$ cat config.mk
export PLATFORM = sky130hd
export DESIGN_NAME = nest_irq_ctrl
export DESIGN_NICKNAME = d
export VERILOG_FILES = /design/src/rtl/nic_pkg.sv /design/src/rtl/irq_pend_bank.sv /design/src/rtl/irq_arbiter.sv /design/src/rtl/irq_active_track.sv /design/src/rtl/nest_irq_ctrl.sv
export SDC_FILE = /design/constraint.sdc
export NUM_CORES = 1
export LEC_CHECK = 0
export BUFFER_PORTS_ARGS = -buffer_cell sky130_fd_sc_hd__buf_2
export CORE_UTILIZATION = 60
export CTS_CLUSTER_SIZE = 25
export DETAILED_ROUTE_END_ITERATION = 8
export PLACE_DENSITY = 0.85
export SETUP_SLACK_MARGIN = 0.02
export SYNTH_ARGS = -nofsm -noshare
export SYNTH_HDL_FRONTEND = slang
export SYNTH_SLANG_ARGS = --single-unit
$ cat constraint.sdc
create_clock -name clk -period 118.3 [get_ports clk]
set_input_delay 23.66 -clock clk [delete_from_list [all_inputs] [get_ports clk]]
set_output_delay 23.66 -clock clk [all_outputs]
set_load 0.01 [all_outputs]
$ cat src/rtl/nic_pkg.sv
package nic_pkg;
    typedef enum logic [2:0] {
        OP_NOP    = 3'd0,
        OP_EN     = 3'd1,
        OP_PRIO   = 3'd2,
        OP_PSET   = 3'd3,
        OP_PCLR   = 3'd4,
        OP_GMASK  = 3'd5,
        OP_THRESH = 3'd6,
        OP_GROUP  = 3'd7
    } cfg_op_e;

    typedef enum logic [1:0] {
        S_IDLE   = 2'd0,
        S_SINGLE = 2'd1,
        S_NESTED = 2'd2
    } exec_state_e;
endpackage

$ cat src/rtl/irq_pend_bank.sv
module irq_pend_bank #(
    parameter int N = 34
) (
    input  logic         clk,
    input  logic         rst_n,
    input  logic [N-1:0] irq_in,
    input  logic [N-1:0] sw_set,
    input  logic [N-1:0] sw_clr,
    input  logic [N-1:0] acc_clr,
    output logic [N-1:0] pend
);
    logic [N-1:0] prev_q;
    logic [N-1:0] edge_hit;

    assign edge_hit = irq_in & ~prev_q;

    always_ff @(posedge clk or negedge rst_n) begin
        if (!rst_n) begin
            prev_q <= '0;
            pend   <= '0;
        end else begin
            prev_q <= irq_in;
            pend   <= (pend & ~sw_clr & ~acc_clr) | edge_hit | sw_set;
        end
    end

    for (genvar i = 0; i < N; i++) begin : g_chk
        a_r2_edge_sets: assert property (@(posedge clk) disable iff (!rst_n)
            (irq_in[i] && !prev_q[i]) |=> pend[i]);
        a_r7_accept_clears: assert property (@(posedge clk) disable iff (!rst_n)
            (acc_clr[i] && !edge_hit[i] && !sw_set[i]) |=> !pend[i]);
    end
endmodule

$ cat src/rtl/irq_arbiter.sv
module irq_arbiter #(
    parameter int N  = 34,
    parameter int PW = 3,
    parameter int IW = 6
) (
    input  logic [N-1:0]         elig,
    input  logic [N-1:0][PW-1:0] prio,
    output logic                 win_valid,
    output logic [IW-1:0]        win_line,
    output logic [PW-1:0]        win_prio
);
    always_comb begin
        win_valid = 1'b0;
        win_line  = '0;
        win_prio  = '1;
        for (int i = 0; i < N; i++) begin
            if (elig[i] && (!win_valid || prio[i] < win_prio)) begin
                win_valid = 1'b1;
                win_line  = IW'(i);
                win_prio  = prio[i];
            end
        end
    end
endmodule

$ cat src/rtl/irq_active_track.sv
module irq_active_track
    import nic_pkg::*;
#(
    parameter int N  = 34,
    parameter int PW = 3,
    parameter int IW = 6
) (
    input  logic          clk,
    input  logic          rst_n,
    input  logic          acc_fire,
    input  logic [IW-1:0] acc_line,
    input  logic [PW-1:0] acc_grp,
    input  logic          ret,
    output logic          act_valid,
    output logic [IW-1:0] act_line,
    output logic [PW-1:0] exec_grp,
    output logic          nested
);
    localparam int CW = $clog2(N + 1);

    exec_state_e           state_q, state_d;
    logic [N-1:0]          act_q, act_d;
    logic [N-1:0][PW-1:0]  grp_q;
    logic [IW-1:0]         cur_line;
    logic [PW-1:0]         cur_grp;
    logic                  cur_any;
    logic [CW-1:0]         cnt_d;

    // current handler: most urgent stored group, ties to lowest line
    always_comb begin
        cur_any  = 1'b0;
        cur_line = '0;
        cur_grp  = '1;
        for (int i = 0; i < N; i++) begin
            if (act_q[i] && (!cur_any || grp_q[i] < cur_grp)) begin
                cur_any  = 1'b1;
                cur_line = IW'(i);
                cur_grp  = grp_q[i];
            end
        end
    end

    always_comb begin
        act_d = act_q;
        if (ret && cur_any) act_d[cur_line] = 1'b0;
        if (acc_fire) act_d[acc_line] = 1'b1;
        cnt_d = CW'($countones(act_d));
    end

    always_ff @(posedge clk or negedge rst_n) begin
        if (!rst_n) begin
            act_q <= '0;
            grp_q <= '0;
        end else begin
            act_q <= act_d;
            if (acc_fire) grp_q[acc_line] <= acc_grp;
        end
    end

    // next-state: first-take, nest, unwind, finish, swap
    always_comb begin
        state_d = state_q;
        unique case (state_q)
            S_IDLE:   if (cnt_d != 0) state_d = S_SINGLE;
            S_SINGLE: if (cnt_d == 0) state_d = S_IDLE;
                      else if (cnt_d > 1) state_d = S_NESTED;
            S_NESTED: if (cnt_d == 1) state_d = S_SINGLE;
                      else if (cnt_d == 0) state_d = S_IDLE;
            default:  state_d = S_IDLE;
        endcase
    end

    always_ff @(posedge clk or negedge rst_n) begin
        if (!rst_n) state_q <= S_IDLE;
        else        state_q <= state_d;
    end

    always_comb begin
        act_valid = (state_q != S_IDLE);
        nested    = (state_q == S_NESTED);
        act_line  = cur_line;
        exec_grp  = cur_grp;
    end

    a_r1_idle_empty: assert property (@(posedge clk) disable iff (!rst_n)
        (state_q == S_IDLE) |-> (act_q == '0));
    a_r6_preempt_strict: assert property (@(posedge clk) disable iff (!rst_n)
        (acc_fire && state_q != S_IDLE) |-> (acc_grp < cur_grp));
    a_r8_return_clears: assert property (@(posedge clk) disable iff (!rst_n)
        (ret && state_q != S_IDLE && !acc_fire) |=> !act_q[$past(cur_line)]);
    a_r10_nested_depth: assert property (@(posedge clk) disable iff (!rst_n)
        (state_q == S_NESTED) |-> ($countones(act_q) >= 2));
endmodule

$ cat src/rtl/nest_irq_ctrl.sv
module nest_irq_ctrl
    import nic_pkg::*;
#(
    parameter int NUM_LINES = 34,
    parameter int PRIO_W    = 3,
    localparam int IW       = $clog2(NUM_LINES),
    localparam int MW       = $clog2(PRIO_W + 1)
) (
    input  logic                 clk,
    input  logic                 rst_n,
    input  logic [NUM_LINES-1:0] irq_in,
    input  logic                 cfg_we,
    input  logic [2:0]           cfg_op,
    input  logic [IW-1:0]        cfg_idx,
    input  logic [PRIO_W-1:0]    cfg_wdata,
    output logic [NUM_LINES-1:0] pend_bits,
    output logic                 req_valid,
    output logic [IW-1:0]        req_line,
    input  logic                 cpu_accept,
    input  logic                 cpu_return,
    output logic                 act_valid,
    output logic [IW-1:0]        act_line,
    output logic                 act_nested
);
    localparam logic [NUM_LINES-1:0] ONE = {{(NUM_LINES-1){1'b0}}, 1'b1};

    logic [NUM_LINES-1:0]             en_q;
    logic [NUM_LINES-1:0][PRIO_W-1:0] prio_q;
    logic                             gmask_q;
    logic [PRIO_W-1:0]                thresh_q;
    logic [MW-1:0]                    mgrp_q;

    logic                 idx_ok;
    logic [NUM_LINES-1:0] sel_vec, sw_set, sw_clr, acc_clr, elig;
    logic                 win_valid, acc_fire;
    logic [IW-1:0]        win_line;
    logic [PRIO_W-1:0]    win_prio, win_grp, exec_grp;

    assign idx_ok  = (int'(cfg_idx) < NUM_LINES);
    assign sel_vec = idx_ok ? (ONE << cfg_idx) : '0;
    assign sw_set  = (cfg_we && cfg_op_e'(cfg_op) == OP_PSET) ? sel_vec : '0;
    assign sw_clr  = (cfg_we && cfg_op_e'(cfg_op) == OP_PCLR) ? sel_vec : '0;

    always_ff @(posedge clk or negedge rst_n) begin
        if (!rst_n) begin
            en_q     <= '0;
            prio_q   <= '0;
            gmask_q  <= 1'b0;
            thresh_q <= '0;
            mgrp_q   <= '0;
        end else if (cfg_we) begin
            unique case (cfg_op_e'(cfg_op))
                OP_EN:     if (idx_ok) en_q[cfg_idx] <= cfg_wdata[0];
                OP_PRIO:   if (idx_ok) prio_q[cfg_idx] <= cfg_wdata;
                OP_GMASK:  gmask_q  <= cfg_wdata[0];
                OP_THRESH: thresh_q <= cfg_wdata;
                OP_GROUP:  mgrp_q   <= (int'(cfg_wdata[1:0]) > PRIO_W) ?
                                       MW'(PRIO_W) : MW'(cfg_wdata[1:0]);
                default:   ;
            endcase
        end
    end

    irq_pend_bank #(.N(NUM_LINES)) u_pend (
        .clk(clk), .rst_n(rst_n), .irq_in(irq_in), .sw_set(sw_set),
        .sw_clr(sw_clr), .acc_clr(acc_clr), .pend(pend_bits)
    );

    for (genvar i = 0; i < NUM_LINES; i++) begin : g_elig
        assign elig[i] = pend_bits[i] && en_q[i] && !gmask_q &&
                         ((thresh_q == '0) || (prio_q[i] < thresh_q));
    end

    irq_arbiter #(.N(NUM_LINES), .PW(PRIO_W), .IW(IW)) u_arb (
        .elig(elig), .prio(prio_q), .win_valid(win_valid),
        .win_line(win_line), .win_prio(win_prio)
    );

    assign win_grp   = win_prio >> mgrp_q;
    assign req_valid = win_valid && (!act_valid || win_grp < exec_grp);
    assign req_line  = win_line;
    assign acc_fire  = cpu_accept && req_valid;
    assign acc_clr   = acc_fire ? (ONE << win_line) : '0;

    irq_active_track #(.N(NUM_LINES), .PW(PRIO_W), .IW(IW)) u_act (
        .clk(clk), .rst_n(rst_n), .acc_fire(acc_fire), .acc_line(win_line),
        .acc_grp(win_grp), .ret(cpu_return), .act_valid(act_valid),
        .act_line(act_line), .exec_grp(exec_grp), .nested(act_nested)
    );

    a_r3_req_enabled: assert property (@(posedge clk) disable iff (!rst_n)
        req_valid |-> (en_q[req_line] && !gmask_q && pend_bits[req_line]));
    a_r4_req_under_thresh: assert property (@(posedge clk) disable iff (!rst_n)
        (req_valid && thresh_q != '0) |-> (prio_q[req_line] < thresh_q));
    a_r7_accept_activates: assert property (@(posedge clk) disable iff (!rst_n)
        (cpu_accept && req_valid) |=> act_valid);
endmodule

==> results.json <==
{
  "initial_core_util_pct": 61.33,
  "grt_overflow": 0,
  "antenna_found_initial": 1,
  "grt_max_degree": 163,
  "failed_checks": "design-rule violations",
  "hold_class": "reg -> reg",
  "dr.pass1.iters": 8,
  "hpwlAfterDp_mm": 60.78,
  "clockPowerShare_pct": 26.6,
  "nNetsFinal": 3356,
  "maxCapViolations": 0,
  "core_area_um2": 44510,
  "synth_flop_cell": "dfrtp_1",
  "worstMarginPinSlew_ps": 1255,
  "swShare_pct": 42.06,
  "die_h_um": 215.3,
  "worstSetupStartpointType": "flop",
  "combPwrFrac_pct": 48.8,
  "via_per_inst": 6.624,
  "achievable-frequency_ghz": 0.01370,
  "cp_slowest_cell": "o211ai_1",
  "dieArea_um2": 46350,
  "netlist_instances": 3002,
  "cts-htree-levels": 2,
  "clockRootBuffer": "clkbuf_16",
  "grt_pass1_vias": 24260,
  "netlist-cell-type-count": 130,
  "crit_path_frequent_cell": "ha_1",
  "min_from": "u_pend.prev_q[29]",
  "yosysWarnings": 0,
  "yosys.area.top_type": "dfrtp_1",
  "cp_data_required_time_ps": 94640,
  "rsz0062_at_grt": "no",
  "p_int_w": 0.0003106,
  "vias": 24550,
  "maxSlewViolCount": 0,
  "place.gp.congestion": 0.9847,
  "p_leak_nw": 14.23,
  "detail_route.wl_per_cell_um": 22.39,
  "cts_resized": 0,
  "r2r-start": "thresh_q[0]",
  "powerDensity_nw_per_um2": 17.95,
  "drc": 1,
  "floorplan.rows": 77,
  "hold_viol": 0,
  "synth_edf_count": 0,
  "cts_tree": "built",
  "crit_type": "reg -> out",
  "layout_commonest_cell": "dfrtp_1",
  "cts.sinks": 348,
  "seq_power_share_pct": 24.6,
  "setup_viol": 0,
  "period_share_pct": 61.71,
  "boundaryPins": 100,
  "ys_ff_latch": 348,
  "setup_tns_ps": 0,
  "die_w_um": 215.3,
  "syn2layout_area_growth_pct": 9.406,
  "ys_async_sr_fraction_pct": 100.0,
  "drive_above_1_share_pct": 15.16,
  "clk_pin_slew_ps": 60,
  "status": "finished with violations",
  "cts_made_buffers": 43,
  "numPortBuffers": 99,
  "cp.arrival_ps": 49340,
  "skew_ps": 21.08,
  "postSynthAreaPerCell_um2": 9.093,
  "crit_path_end_kind": "primary output",
  "ys_seq_area_share_pct": 31.90,
  "synth_area_leaders": "dfrtp_1, ha_1, mux2_2, mux2_1, o21ai_0",
  "max_stage_delay_ps": 1000,
  "peakVddDrop_v": 0.00001215,
  "cts_hold_buf": 0,
  "synth_top_area_share_pct": 31.90,
  "wl_mm": 83.02,
  "relSlewSlack_pct": 15.94,
  "final.min_clock_period_ps": 73000,
  "grt_pass1_wl_mm": 132.7,
  "clockBufferDepth": 3,
  "cts_post_setup_buffers_inserted": 0,
  "insertion_delay_ps": 580,
  "cp_max_fo": 36,
  "power_switching_w": 0.0002255,
  "drt_iter0_drc": 2383,
  "pre_cts_slack_ps": 47110,
  "postRouteAntennaNets": 0,
  "final_cell_mix": "dfrtp_1, nor2_1, o21ai_0",
  "setup_ws_ps": 45300,
  "crit_start": "thresh_q[0]",
  "track_usage_pct": 35.84,
  "syn_area_um2": 27300,
  "syn_nets": 3275
}
[routing by layer]
| layer | track usage [%] | share of wire (%) | vias up |
|---|---|---|---|
| li1 | - | - | 11190 |
| met1 | 47.70 | 42 | 12050 |
| met2 | 56.99 | 46 | 1086 |
| met3 | 5.110 | 7.4 | 234 |
| met4 | 18.27 | 5.1 | 0 |
| met5 | 0 | 0 | - |
[cell type report]
class,count,area [µm²]
Tap cell,592,740.7
Clock buffer,54,1220
Antenna cell,1,2.502
Inverter,224,840.8
Fill cell,3526,14650
Multi-Input combinational cell,2351,17420
Sequential cell,348,8708
Clock inverter,22,290.3
Timing Repair Buffer,115,638.1
[final timing paths]
path | to | slack [ps] | cells after the start
max | req_valid | 45300 | 236
min | u_pend.pend[29] | 480 | 1
max reg2reg | u_act.state_q[0] | 64490 | 251
min reg2reg | u_pend.pend[29] | 480 | 1
max in group asynchronous | prio_q[35] | 93540 | 2
min in group asynchronous | u_act.grp_q[92] | 23140 | 1
[critical path: cells and delay by family, from the launching register on]
kind            cells  cell delay [ps]
compound gates     92            21650
simple gates       68            10580
fa+ha+maj          33             8230
mux                17             5020
buf+inv            26             2820
flops               1              360
[registers in the layout, indices dropped and copies added (netlist names)]
| name | count |
|---|---|
| prio_q | 102 |
| u_act.grp_q | 102 |
| en_q | 34 |
| u_act.act_q | 34 |
| u_pend.pend | 34 |
| u_pend.prev_q | 34 |
| thresh_q | 3 |
| mgrp_q | 2 |
| u_act.state_q | 2 |
| gmask_q | 1 |
[kinds of logic (layout without fill, tap and decap cells)]
kind of cell	after synthesis	in the layout	synth area share [%]
buffers and inverters	303	415	4.359
xor gates and xnor gates	3	3	0.09628
DFF	348	348	31.90
other	0	1	0
adders and majority gates	229	229	11.20
and+or+nand+nor	936	936	17.96
AOI/OAI and AO/OA	915	915	23.51
muxes	268	268	10.96
[Yosys cell counts (all sizes together), types with 7 or more instances]
cell type,n
a211o,17
a211oi,29
a21boi,21
a21o,71
a21oi,141
a221oi,7
a31o,25
a31oi,35
a41oi,12
and2,46
and3,15
and3b,7
buf,15
clkbuf,64
dfrtp,348
fa,28
ha,194
inv,224
maj3,7
mux2,241
mux2i,27
nand2,238
nand2b,104
nand3,46
nand3b,8
nand4,13
nand4b,15
nor2,282
nor2b,24
nor3,46
nor3b,12
nor4,11
o2111ai,11
o211a,13
o211ai,35
o21a,63
o21ai,272
o21bai,9
o221ai,38
o22ai,16
o31a,9
o31ai,12
or2,28
or3,22
[stage by stage]
step / area (µm²) / hold slack, ps / cells / util, % / total power (W)
after global routing: 29860 / 486.9 / 3707 / 67.09 / 0.0005696
after global placement: 28350 / 456.6 / 3630 / 63.70 / 0.0003769
after CTS: 29860 / 484.2 / 3706 / 67.09 / 0.0005322
after floorplan: 27300 / 453.8 / 3002 / - / 0.0003240
after detailed placement: 28350 / 477.0 / 3630 / 63.70 / 0.0003876
final: 29860 / 480.4 / 3707 / 67.09 / 0.0005361
[power by group through the flow]
stage / sequential [W] / clock, W / combinational [W]
2_1_floorplan: 0.000132 / 0 / 0.000192
3_3_place_gp: 0.000134 / 0 / 0.000243
3_5_place_dp: 0.000134 / 0 / 0.000254
4_1_cts: 0.000132 / 0.000143 / 0.000257
5_1_grt: 0.000133 / 0.000148 / 0.000289
6_report: 0.000132 / 0.000142 / 0.000262
No activity file was read; power rests on OpenSTA's default activity.
